===== src/rtl/gqc_pkg.sv =====
package gqc_pkg;
  localparam int DW      = 32;
  localparam int IO3_N   = 6;
  localparam int IO3_LSB = 25;
  localparam int GPO_N   = 24;
  localparam int GPI_N   = 23;

  // register addresses
  localparam logic [7:0] A_P3_IN   = 8'h00;
  localparam logic [7:0] A_P3_OSET = 8'h04;
  localparam logic [7:0] A_P3_OCLR = 8'h08;
  localparam logic [7:0] A_P3_OST  = 8'h0C;
  localparam logic [7:0] A_P2_DSET = 8'h10;
  localparam logic [7:0] A_P2_DCLR = 8'h14;
  localparam logic [7:0] A_P2_DST  = 8'h18;
  localparam logic [7:0] A_P2_IN   = 8'h1C;
  localparam logic [7:0] A_P2_OSET = 8'h20;
  localparam logic [7:0] A_P2_OCLR = 8'h24;
  localparam logic [7:0] A_MX_SET  = 8'h28;
  localparam logic [7:0] A_MX_CLR  = 8'h2C;
  localparam logic [7:0] A_MX_ST   = 8'h30;
  localparam logic [7:0] A_P0_BASE = 8'h40;
  localparam logic [7:0] A_P1_BASE = 8'h60;

  // per-port offsets for ports 0 and 1
  localparam logic [7:0] OFF_IN   = 8'h00;
  localparam logic [7:0] OFF_OSET = 8'h04;
  localparam logic [7:0] OFF_OCLR = 8'h08;
  localparam logic [7:0] OFF_OST  = 8'h0C;
  localparam logic [7:0] OFF_DSET = 8'h10;
  localparam logic [7:0] OFF_DCLR = 8'h14;
  localparam logic [7:0] OFF_DST  = 8'h18;

  // pack the port-3 input word: irregular layout
  function automatic logic [DW-1:0] p3_in_word(input logic [IO3_N-1:0] bio,
                                               input logic [GPI_N-1:0] gpi);
    logic [DW-1:0] w;
    w        = '0;
    w[9:0]   = gpi[9:0];
    w[14:10] = bio[4:0];
    w[23:15] = gpi[18:10];
    w[24]    = bio[5];
    w[28:25] = gpi[22:19];
    return w;
  endfunction

  // pack the port-3 output-level word
  function automatic logic [DW-1:0] p3_out_word(input logic [GPO_N-1:0] gpo,
                                                input logic [IO3_N-1:0] bio);
    logic [DW-1:0] w;
    w = '0;
    w[GPO_N-1:0] = gpo;
    w[IO3_LSB +: IO3_N] = bio;
    return w;
  endfunction

  // next value of a set/clear register; clear has priority
  function automatic logic [DW-1:0] setclr_next(input logic [DW-1:0] cur,
                                                input logic [DW-1:0] d,
                                                input logic set_we,
                                                input logic clr_we);
    if (clr_we)      return cur & ~d;
    else if (set_we) return cur | d;
    else             return cur;
  endfunction
endpackage


===== src/rtl/gqc_sync.sv =====
module gqc_sync #(
  parameter int W = 8
) (
  input  logic         clk,
  input  logic         rst_n,
  input  logic [W-1:0] d,
  output logic [W-1:0] q
);
  logic [W-1:0] meta;

  always_ff @(posedge clk or negedge rst_n) begin
    if (!rst_n) begin
      meta <= '0;
      q    <= '0;
    end else begin
      meta <= d;
      q    <= meta;
    end
  end
endmodule


===== src/rtl/gqc_setclr_reg.sv =====
module gqc_setclr_reg
  import gqc_pkg::*;
#(
  parameter int W = 8
) (
  input  logic         clk,
  input  logic         rst_n,
  input  logic         set_we,
  input  logic         clr_we,
  input  logic [W-1:0] wdata,
  output logic [W-1:0] q
);
  logic [DW-1:0] nxt;

  generate
    if (W == DW) begin : g_full
      assign nxt = setclr_next(q, wdata, set_we, clr_we);
    end else begin : g_part
      logic [DW-1:0] n_full;
      assign n_full = setclr_next({{(DW-W){1'b0}}, q}, {{(DW-W){1'b0}}, wdata},
                                  set_we, clr_we);
      assign nxt = n_full;
    end
  endgenerate

  always_ff @(posedge clk or negedge rst_n) begin
    if (!rst_n) q <= '0;
    else        q <= nxt[W-1:0];
  end
endmodule


===== src/rtl/gqc_bidir_port.sv =====
module gqc_bidir_port #(
  parameter int W = 8
) (
  input  logic         clk,
  input  logic         rst_n,
  input  logic         out_set,
  input  logic         out_clr,
  input  logic         dir_set,
  input  logic         dir_clr,
  input  logic [W-1:0] wdata,
  input  logic [W-1:0] pad_in,
  output logic [W-1:0] out_q,
  output logic [W-1:0] dir_q,
  output logic [W-1:0] in_q
);
  gqc_setclr_reg #(.W(W)) u_lvl (
    .clk(clk), .rst_n(rst_n), .set_we(out_set), .clr_we(out_clr),
    .wdata(wdata), .q(out_q)
  );

  gqc_setclr_reg #(.W(W)) u_dir (
    .clk(clk), .rst_n(rst_n), .set_we(dir_set), .clr_we(dir_clr),
    .wdata(wdata), .q(dir_q)
  );

  gqc_sync #(.W(W)) u_sync (
    .clk(clk), .rst_n(rst_n), .d(pad_in), .q(in_q)
  );
endmodule


===== src/rtl/gpio_quad_ctrl.sv =====
module gpio_quad_ctrl
  import gqc_pkg::*;
#(
  parameter int P0_W = 8,
  parameter int P1_W = 24,
  parameter int P2_W = 13
) (
  input  logic             clk,
  input  logic             rst_n,
  input  logic [7:0]       bus_addr,
  input  logic             bus_wr,
  input  logic [DW-1:0]    bus_wdata,
  output logic [DW-1:0]    bus_rdata,
  input  logic [P0_W-1:0]  p0_pad_in,
  output logic [P0_W-1:0]  p0_pad_out,
  output logic [P0_W-1:0]  p0_pad_oe,
  input  logic [P1_W-1:0]  p1_pad_in,
  output logic [P1_W-1:0]  p1_pad_out,
  output logic [P1_W-1:0]  p1_pad_oe,
  input  logic [P2_W-1:0]  p2_pad_in,
  output logic [P2_W-1:0]  p2_pad_out,
  output logic [P2_W-1:0]  p2_pad_oe,
  input  logic [IO3_N-1:0] p3_io_in,
  output logic [IO3_N-1:0] p3_io_out,
  output logic [IO3_N-1:0] p3_io_oe,
  input  logic [GPI_N-1:0] p3_gpi,
  output logic [GPO_N-1:0] p3_gpo,
  output logic [DW-1:0]    mux_sel
);
  // decoded write strobes, named for the checker
  logic wr_p0_oset, wr_p0_oclr, wr_p0_dset, wr_p0_dclr;
  logic wr_p1_oset, wr_p1_oclr, wr_p1_dset, wr_p1_dclr;
  logic wr_p2_oset, wr_p2_oclr, wr_p2_dset, wr_p2_dclr;
  logic wr_p3_oset, wr_p3_oclr, wr_mx_set, wr_mx_clr;

  assign wr_p0_oset = bus_wr && (bus_addr == A_P0_BASE + OFF_OSET);
  assign wr_p0_oclr = bus_wr && (bus_addr == A_P0_BASE + OFF_OCLR);
  assign wr_p0_dset = bus_wr && (bus_addr == A_P0_BASE + OFF_DSET);
  assign wr_p0_dclr = bus_wr && (bus_addr == A_P0_BASE + OFF_DCLR);
  assign wr_p1_oset = bus_wr && (bus_addr == A_P1_BASE + OFF_OSET);
  assign wr_p1_oclr = bus_wr && (bus_addr == A_P1_BASE + OFF_OCLR);
  assign wr_p1_dset = bus_wr && (bus_addr == A_P1_BASE + OFF_DSET);
  assign wr_p1_dclr = bus_wr && (bus_addr == A_P1_BASE + OFF_DCLR);
  assign wr_p2_oset = bus_wr && (bus_addr == A_P2_OSET);
  assign wr_p2_oclr = bus_wr && (bus_addr == A_P2_OCLR);
  assign wr_p2_dset = bus_wr && (bus_addr == A_P2_DSET);
  assign wr_p2_dclr = bus_wr && (bus_addr == A_P2_DCLR);
  assign wr_p3_oset = bus_wr && (bus_addr == A_P3_OSET);
  assign wr_p3_oclr = bus_wr && (bus_addr == A_P3_OCLR);
  assign wr_mx_set  = bus_wr && (bus_addr == A_MX_SET);
  assign wr_mx_clr  = bus_wr && (bus_addr == A_MX_CLR);

  // synchronised input state, named for the checker
  logic [P0_W-1:0]  p0_in_s;
  logic [P1_W-1:0]  p1_in_s;
  logic [P2_W-1:0]  p2_in_s;
  logic [IO3_N-1:0] p3_io_in_s;
  logic [GPI_N-1:0] p3_gpi_s;

  gqc_bidir_port #(.W(P0_W)) u_port0 (
    .clk(clk), .rst_n(rst_n),
    .out_set(wr_p0_oset), .out_clr(wr_p0_oclr),
    .dir_set(wr_p0_dset), .dir_clr(wr_p0_dclr),
    .wdata(bus_wdata[P0_W-1:0]), .pad_in(p0_pad_in),
    .out_q(p0_pad_out), .dir_q(p0_pad_oe), .in_q(p0_in_s)
  );

  gqc_bidir_port #(.W(P1_W)) u_port1 (
    .clk(clk), .rst_n(rst_n),
    .out_set(wr_p1_oset), .out_clr(wr_p1_oclr),
    .dir_set(wr_p1_dset), .dir_clr(wr_p1_dclr),
    .wdata(bus_wdata[P1_W-1:0]), .pad_in(p1_pad_in),
    .out_q(p1_pad_out), .dir_q(p1_pad_oe), .in_q(p1_in_s)
  );

  gqc_bidir_port #(.W(P2_W)) u_port2 (
    .clk(clk), .rst_n(rst_n),
    .out_set(wr_p2_oset), .out_clr(wr_p2_oclr),
    .dir_set(wr_p2_dset), .dir_clr(wr_p2_dclr),
    .wdata(bus_wdata[P2_W-1:0]), .pad_in(p2_pad_in),
    .out_q(p2_pad_out), .dir_q(p2_pad_oe), .in_q(p2_in_s)
  );

  // port 3: bidirectional levels, enables (in the port-2 direction word)
  gqc_setclr_reg #(.W(IO3_N)) u_p3_io_lvl (
    .clk(clk), .rst_n(rst_n), .set_we(wr_p3_oset), .clr_we(wr_p3_oclr),
    .wdata(bus_wdata[IO3_LSB +: IO3_N]), .q(p3_io_out)
  );

  gqc_setclr_reg #(.W(IO3_N)) u_p3_io_dir (
    .clk(clk), .rst_n(rst_n), .set_we(wr_p2_dset), .clr_we(wr_p2_dclr),
    .wdata(bus_wdata[IO3_LSB +: IO3_N]), .q(p3_io_oe)
  );

  gqc_setclr_reg #(.W(GPO_N)) u_p3_gpo (
    .clk(clk), .rst_n(rst_n), .set_we(wr_p3_oset), .clr_we(wr_p3_oclr),
    .wdata(bus_wdata[GPO_N-1:0]), .q(p3_gpo)
  );

  gqc_sync #(.W(IO3_N)) u_p3_io_sync (
    .clk(clk), .rst_n(rst_n), .d(p3_io_in), .q(p3_io_in_s)
  );

  gqc_sync #(.W(GPI_N)) u_p3_gpi_sync (
    .clk(clk), .rst_n(rst_n), .d(p3_gpi), .q(p3_gpi_s)
  );

  gqc_setclr_reg #(.W(DW)) u_mux (
    .clk(clk), .rst_n(rst_n), .set_we(wr_mx_set), .clr_we(wr_mx_clr),
    .wdata(bus_wdata), .q(mux_sel)
  );

  // read-back selection
  always_comb begin
    bus_rdata = '0;
    case (bus_addr)
      A_P3_IN:               bus_rdata = p3_in_word(p3_io_in_s, p3_gpi_s);
      A_P3_OST:              bus_rdata = p3_out_word(p3_gpo, p3_io_out);
      A_P2_DST: begin
        bus_rdata[P2_W-1:0]          = p2_pad_oe;
        bus_rdata[IO3_LSB +: IO3_N]  = p3_io_oe;
      end
      A_P2_IN:               bus_rdata[P2_W-1:0] = p2_in_s;
      A_MX_ST:               bus_rdata = mux_sel;
      A_P0_BASE + OFF_IN:    bus_rdata[P0_W-1:0] = p0_in_s;
      A_P0_BASE + OFF_OST:   bus_rdata[P0_W-1:0] = p0_pad_out;
      A_P0_BASE + OFF_DST:   bus_rdata[P0_W-1:0] = p0_pad_oe;
      A_P1_BASE + OFF_IN:    bus_rdata[P1_W-1:0] = p1_in_s;
      A_P1_BASE + OFF_OST:   bus_rdata[P1_W-1:0] = p1_pad_out;
      A_P1_BASE + OFF_DST:   bus_rdata[P1_W-1:0] = p1_pad_oe;
      default:               bus_rdata = '0;
    endcase
  end
endmodule


===== config.mk =====
export PLATFORM = sky130hd
export DESIGN_NAME = gpio_quad_ctrl
export DESIGN_NICKNAME = d
export VERILOG_FILES = /design/src/rtl/gqc_pkg.sv /design/src/rtl/gqc_sync.sv /design/src/rtl/gqc_setclr_reg.sv /design/src/rtl/gqc_bidir_port.sv /design/src/rtl/gpio_quad_ctrl.sv
export SDC_FILE = /design/constraint.sdc
export NUM_CORES = 1
export LEC_CHECK = 0
export BUFFER_PORTS_ARGS = -buffer_cell sky130_fd_sc_hd__buf_4
export CORE_MARGIN = 2
export CORE_UTILIZATION = 35
export DETAILED_ROUTE_END_ITERATION = 8
export SYNTH_ARGS = -nofsm -noshare
export SYNTH_HDL_FRONTEND = slang
export SYNTH_SLANG_ARGS = --single-unit

===== constraint.sdc =====
create_clock -name clk -period 8.4 [get_ports clk]
set_clock_uncertainty 0.15 [all_clocks]
set_input_delay 2.52 -clock clk [delete_from_list [all_inputs] [get_ports clk]]
set_output_delay 2.52 -clock clk [all_outputs]
set_load 0.01 [all_outputs]

==> flow_summary_export.csv <==
group,metric,value,unit
power,sequentialPowerShare,0.467,
place,port_buffers,306,
sta,hold_violations,0,
worst_setup_path,crit_required,5.73,ns
die,initial_utilization,0.356,
worst_setup_path,end_kind,"primary output",
global_route,overflow,0,
clock_tree,cts_max_level,2,
power,ir_worst_vdd,0.126,mV
die,dieHeight,189,um
detailed_routing,dr_wl_met2,18500,um
power,p_per_area,217,nW/um^2
worst_setup_path,start_kind,"input port",
synthesis,synth_edf_count,0,
global_route,track_usage,0.225,
die,die_x,189,um
sta,whs,0.187,ns
detailed_routing,dr.pass1.iters,5,
detailed_routing,antenna_left,0,
worst_setup_path,reg2reg_slack,7.42,ns
job,drv_cap,0,
power,netSwitchingFraction,0.236,
die,design.die.area,35600,um^2
synthesis,syn_area,11900,um^2
synthesis,synth.area.top_cells,"dfrtp_1, a21oi_1, mux2_2",
detailed_routing,routed_via_density,5.37,
place,detailed_place_hpwl,27100,um
sta,grt_setup_unrepaired,"false",
clock_tree,clock_sinks,306,
run_status,outcome,"completed",
hold_path,holdPathStages,0,
synthesis,synth_nets,1077,
die,core_area,33500,um^2
sta,tightest_slew,1.14,ns
sta,period_share,0.860,
die,num_rows,67,
global_route,grt_first_pass_wirelength,60300,um
power,p_leak,7.48,nW
detailed_routing,drtIter0Drc,634,
detailed_routing,dr_wl_met3,3180,um
synthesis,ys_ff_latch,306,
clock_tree,cts_tree,"built",
synthesis,ys_seq_area_frac,0.641,
detailed_routing,num_vias,9227,
finish,nets,1361,
clock_tree,insertion_delay,0.49,ns
detailed_routing,wl_per_cell,23.4,um
sta,finalCriticalPeriod,7.22,ns
synthesis,synth_warnings,0,
worst_setup_path,path_max_fanout,36,
finish,drive_above_1_share,0.371,
sta,tns,0,ns
synthesis,ys_types,55,
synthesis,ys_async_sr_fraction,1.00,
clock_tree,cts_setup_buffers,0,
global_route,grt_max_degree,161,
clock_tree,cts_hold_repair.buffers,0,
worst_setup_path,crit_arrival,4.55,ns
clock_tree,clk_path_buf_depth,3,
clock_tree,cts_buffers,34,
clock_tree,clk_pin_slew,0.06,ns
sta,slew_headroom,0.237,
global_route,grt_pass1_vias,9366,
detailed_routing,totalWireLength,40200,um
hold_path,hold_path_class,"reg -> reg",
global_route,grt_antenna_before_repair,1,
sta,drv_slew,0,
power,p_int,2.62,mW
synthesis,yosysTopAreaCell,"dfrtp_1",
detailed_routing,top_layer_used,"met4",
sta,setup_viol,0,
synthesis,syn_area_per_cell,12.4,um^2
power,netSwitchingPower,0.809,mW
die,pin_count,307,
clock_tree,cts-root-buf,"clkbuf_16",
place,place_congestion,0.836,
finish,area_growth,32.7,%
power,combPwrFrac,0.091,
clock_tree,ctsResizeCount,0,
detailed_routing,met1Wirelength,17300,um
synthesis,synth_flop_cell,"dfrtp_1",
sta,max_freq,138,MHz
synthesis,yosys.area.top_type_share,0.641,
power,p_clk_frac,0.442,
worst_setup_path,crit_type,"in -> out",
worst_setup_path,r2r_cells,1,
synthesis,syn-instance-count,960,
detailed_routing,drc,0,
worst max-delay path, stage by stage:
cell and delay [ns]:
buf_4 0.41, or4b_2 0.69, nor2_1 0.13, buf_4 0.24, a22oi_1 0.13, o211ai_1 0.22, buf_4 0.19
synth_stat cells (2+ instances only):
library cell / instances
o211ai_1: 6
or3_1: 2
or4b_2: 3
nor2b_1: 3
nor3_1: 6
a32oi_1: 4
mux2_2: 45
a31oi_1: 32
o2bb2ai_1: 3
nor4b_1: 2
nand2_1: 92
nor3b_1: 4
o21ai_0: 11
a22o_1: 20
o22a_1: 4
buf_2: 16
o22ai_1: 6
mux2_4: 20
nor3_4: 4
buf_6: 5
or3b_2: 2
nor4_1: 2
o221ai_1: 13
a21oi_1: 161
inv_1: 2
nand2b_1: 2
and2_1: 3
nand3_1: 4
mux2_1: 5
dfrtp_1: 306
buf_1: 5
a211o_1: 3
nor2_1: 14
a222oi_1: 2
mux2i_1: 20
or4_1: 2
a22oi_1: 52
clkbuf_1: 52
and3_1: 5
nor4bb_1: 2
area by class of cell:
type / count / area (um^2)
Antenna cell: 1 / 2.50
Clock buffer: 52 / 1060
Clock inverter: 9 / 101
Fill cell: 3121 / 17700
Inverter: 2 / 7.51
Multi-Input combinational cell: 573 / 3980
Sequential cell: 306 / 7660
Tap cell: 448 / 561
Timing Repair Buffer: 327 / 2470
layer usage:
| layer | vias to the layer above | GRT usage |
|---|---|---|
| li1 | 4086 | - |
| met2 | 404 | 0.351 |
| met4 | 0 | 0.0712 |
| met5 | - | 0 |
| met1 | 4660 | 0.310 |
| met3 | 77 | 0.0538 |
kinds of logic after synthesis:
family	count (synthesis)	synth area share
and+or+nand+nor	162	0.0714
buffers and inverters	81	0.0306
AOI/OAI and AO/OA	321	0.168
muxes	90	0.0891
DFF	306	0.641
power groups by stage:
stage / Sequential, mW / Combinational (mW) / Clock, mW
6_report: 1.60 / 0.312 / 1.52
2_1_floorplan: 1.63 / 0.103 / 0
5_1_grt: 1.61 / 0.339 / 1.62
4_1_cts: 1.60 / 0.317 / 1.56
3_5_place_dp: 1.63 / 0.316 / 0
3_3_place_gp: 1.63 / 0.311 / 0
path summary, 6_finish.rpt:
kind | start | to
setup / recovery | bus_addr[4] | bus_rdata[6]
hold / removal | u_port2.u_sync.meta[0]$_DFF_PN0_ | u_port2.u_sync.q[0]$_DFF_PN0_
setup reg to reg | register | register
hold reg to reg | u_port2.u_sync.meta[0]$_DFF_PN0_ | u_port2.u_sync.q[0]$_DFF_PN0_
max in group asynchronous | rst_n | u_p3_io_sync.q[4]$_DFF_PN0_
min in group asynchronous | rst_n | asynchronous set/reset pin
per-stage QoR:
stage                     cell area, um^2  total power, mW  setup slack, ns  std cells  utilization
after floorplan                     11900             1.74             1.70        960            -
after global placement              14700             1.94             1.17       1656        0.438
after detailed placement            14700             1.94             1.16       1656        0.438
after CTS                           15800             3.48             1.18       1717        0.473
after global routing                15800             3.57             1.04       1718        0.473
final                               15800             3.43             1.18       1718        0.473
layout by cell type, fill, tap and decap left out, types with 4 or more instances in the layout:
master / instances
clkbuf_1: 7
o221ai_1: 13
mux2_1: 5
a22o_1: 20
a21oi_1: 161
nor2_1: 12
a22oi_1: 52
o21ai_0: 11
nor3_2: 5
o22ai_1: 6
nand2_1: 92
clkbuf_16: 37
nor3_4: 4
buf_4: 325
mux2i_1: 20
o211ai_1: 6
dfrtp_1: 306
and3_1: 5
mux2_4: 20
mux2_2: 45
a32oi_1: 4
o22a_1: 4
clkbuf_8: 8
clkinv_2: 5
a31oi_1: 32
nand3_1: 4
nor3b_1: 4
Note: power is estimated with default switching activity, not from simulation.
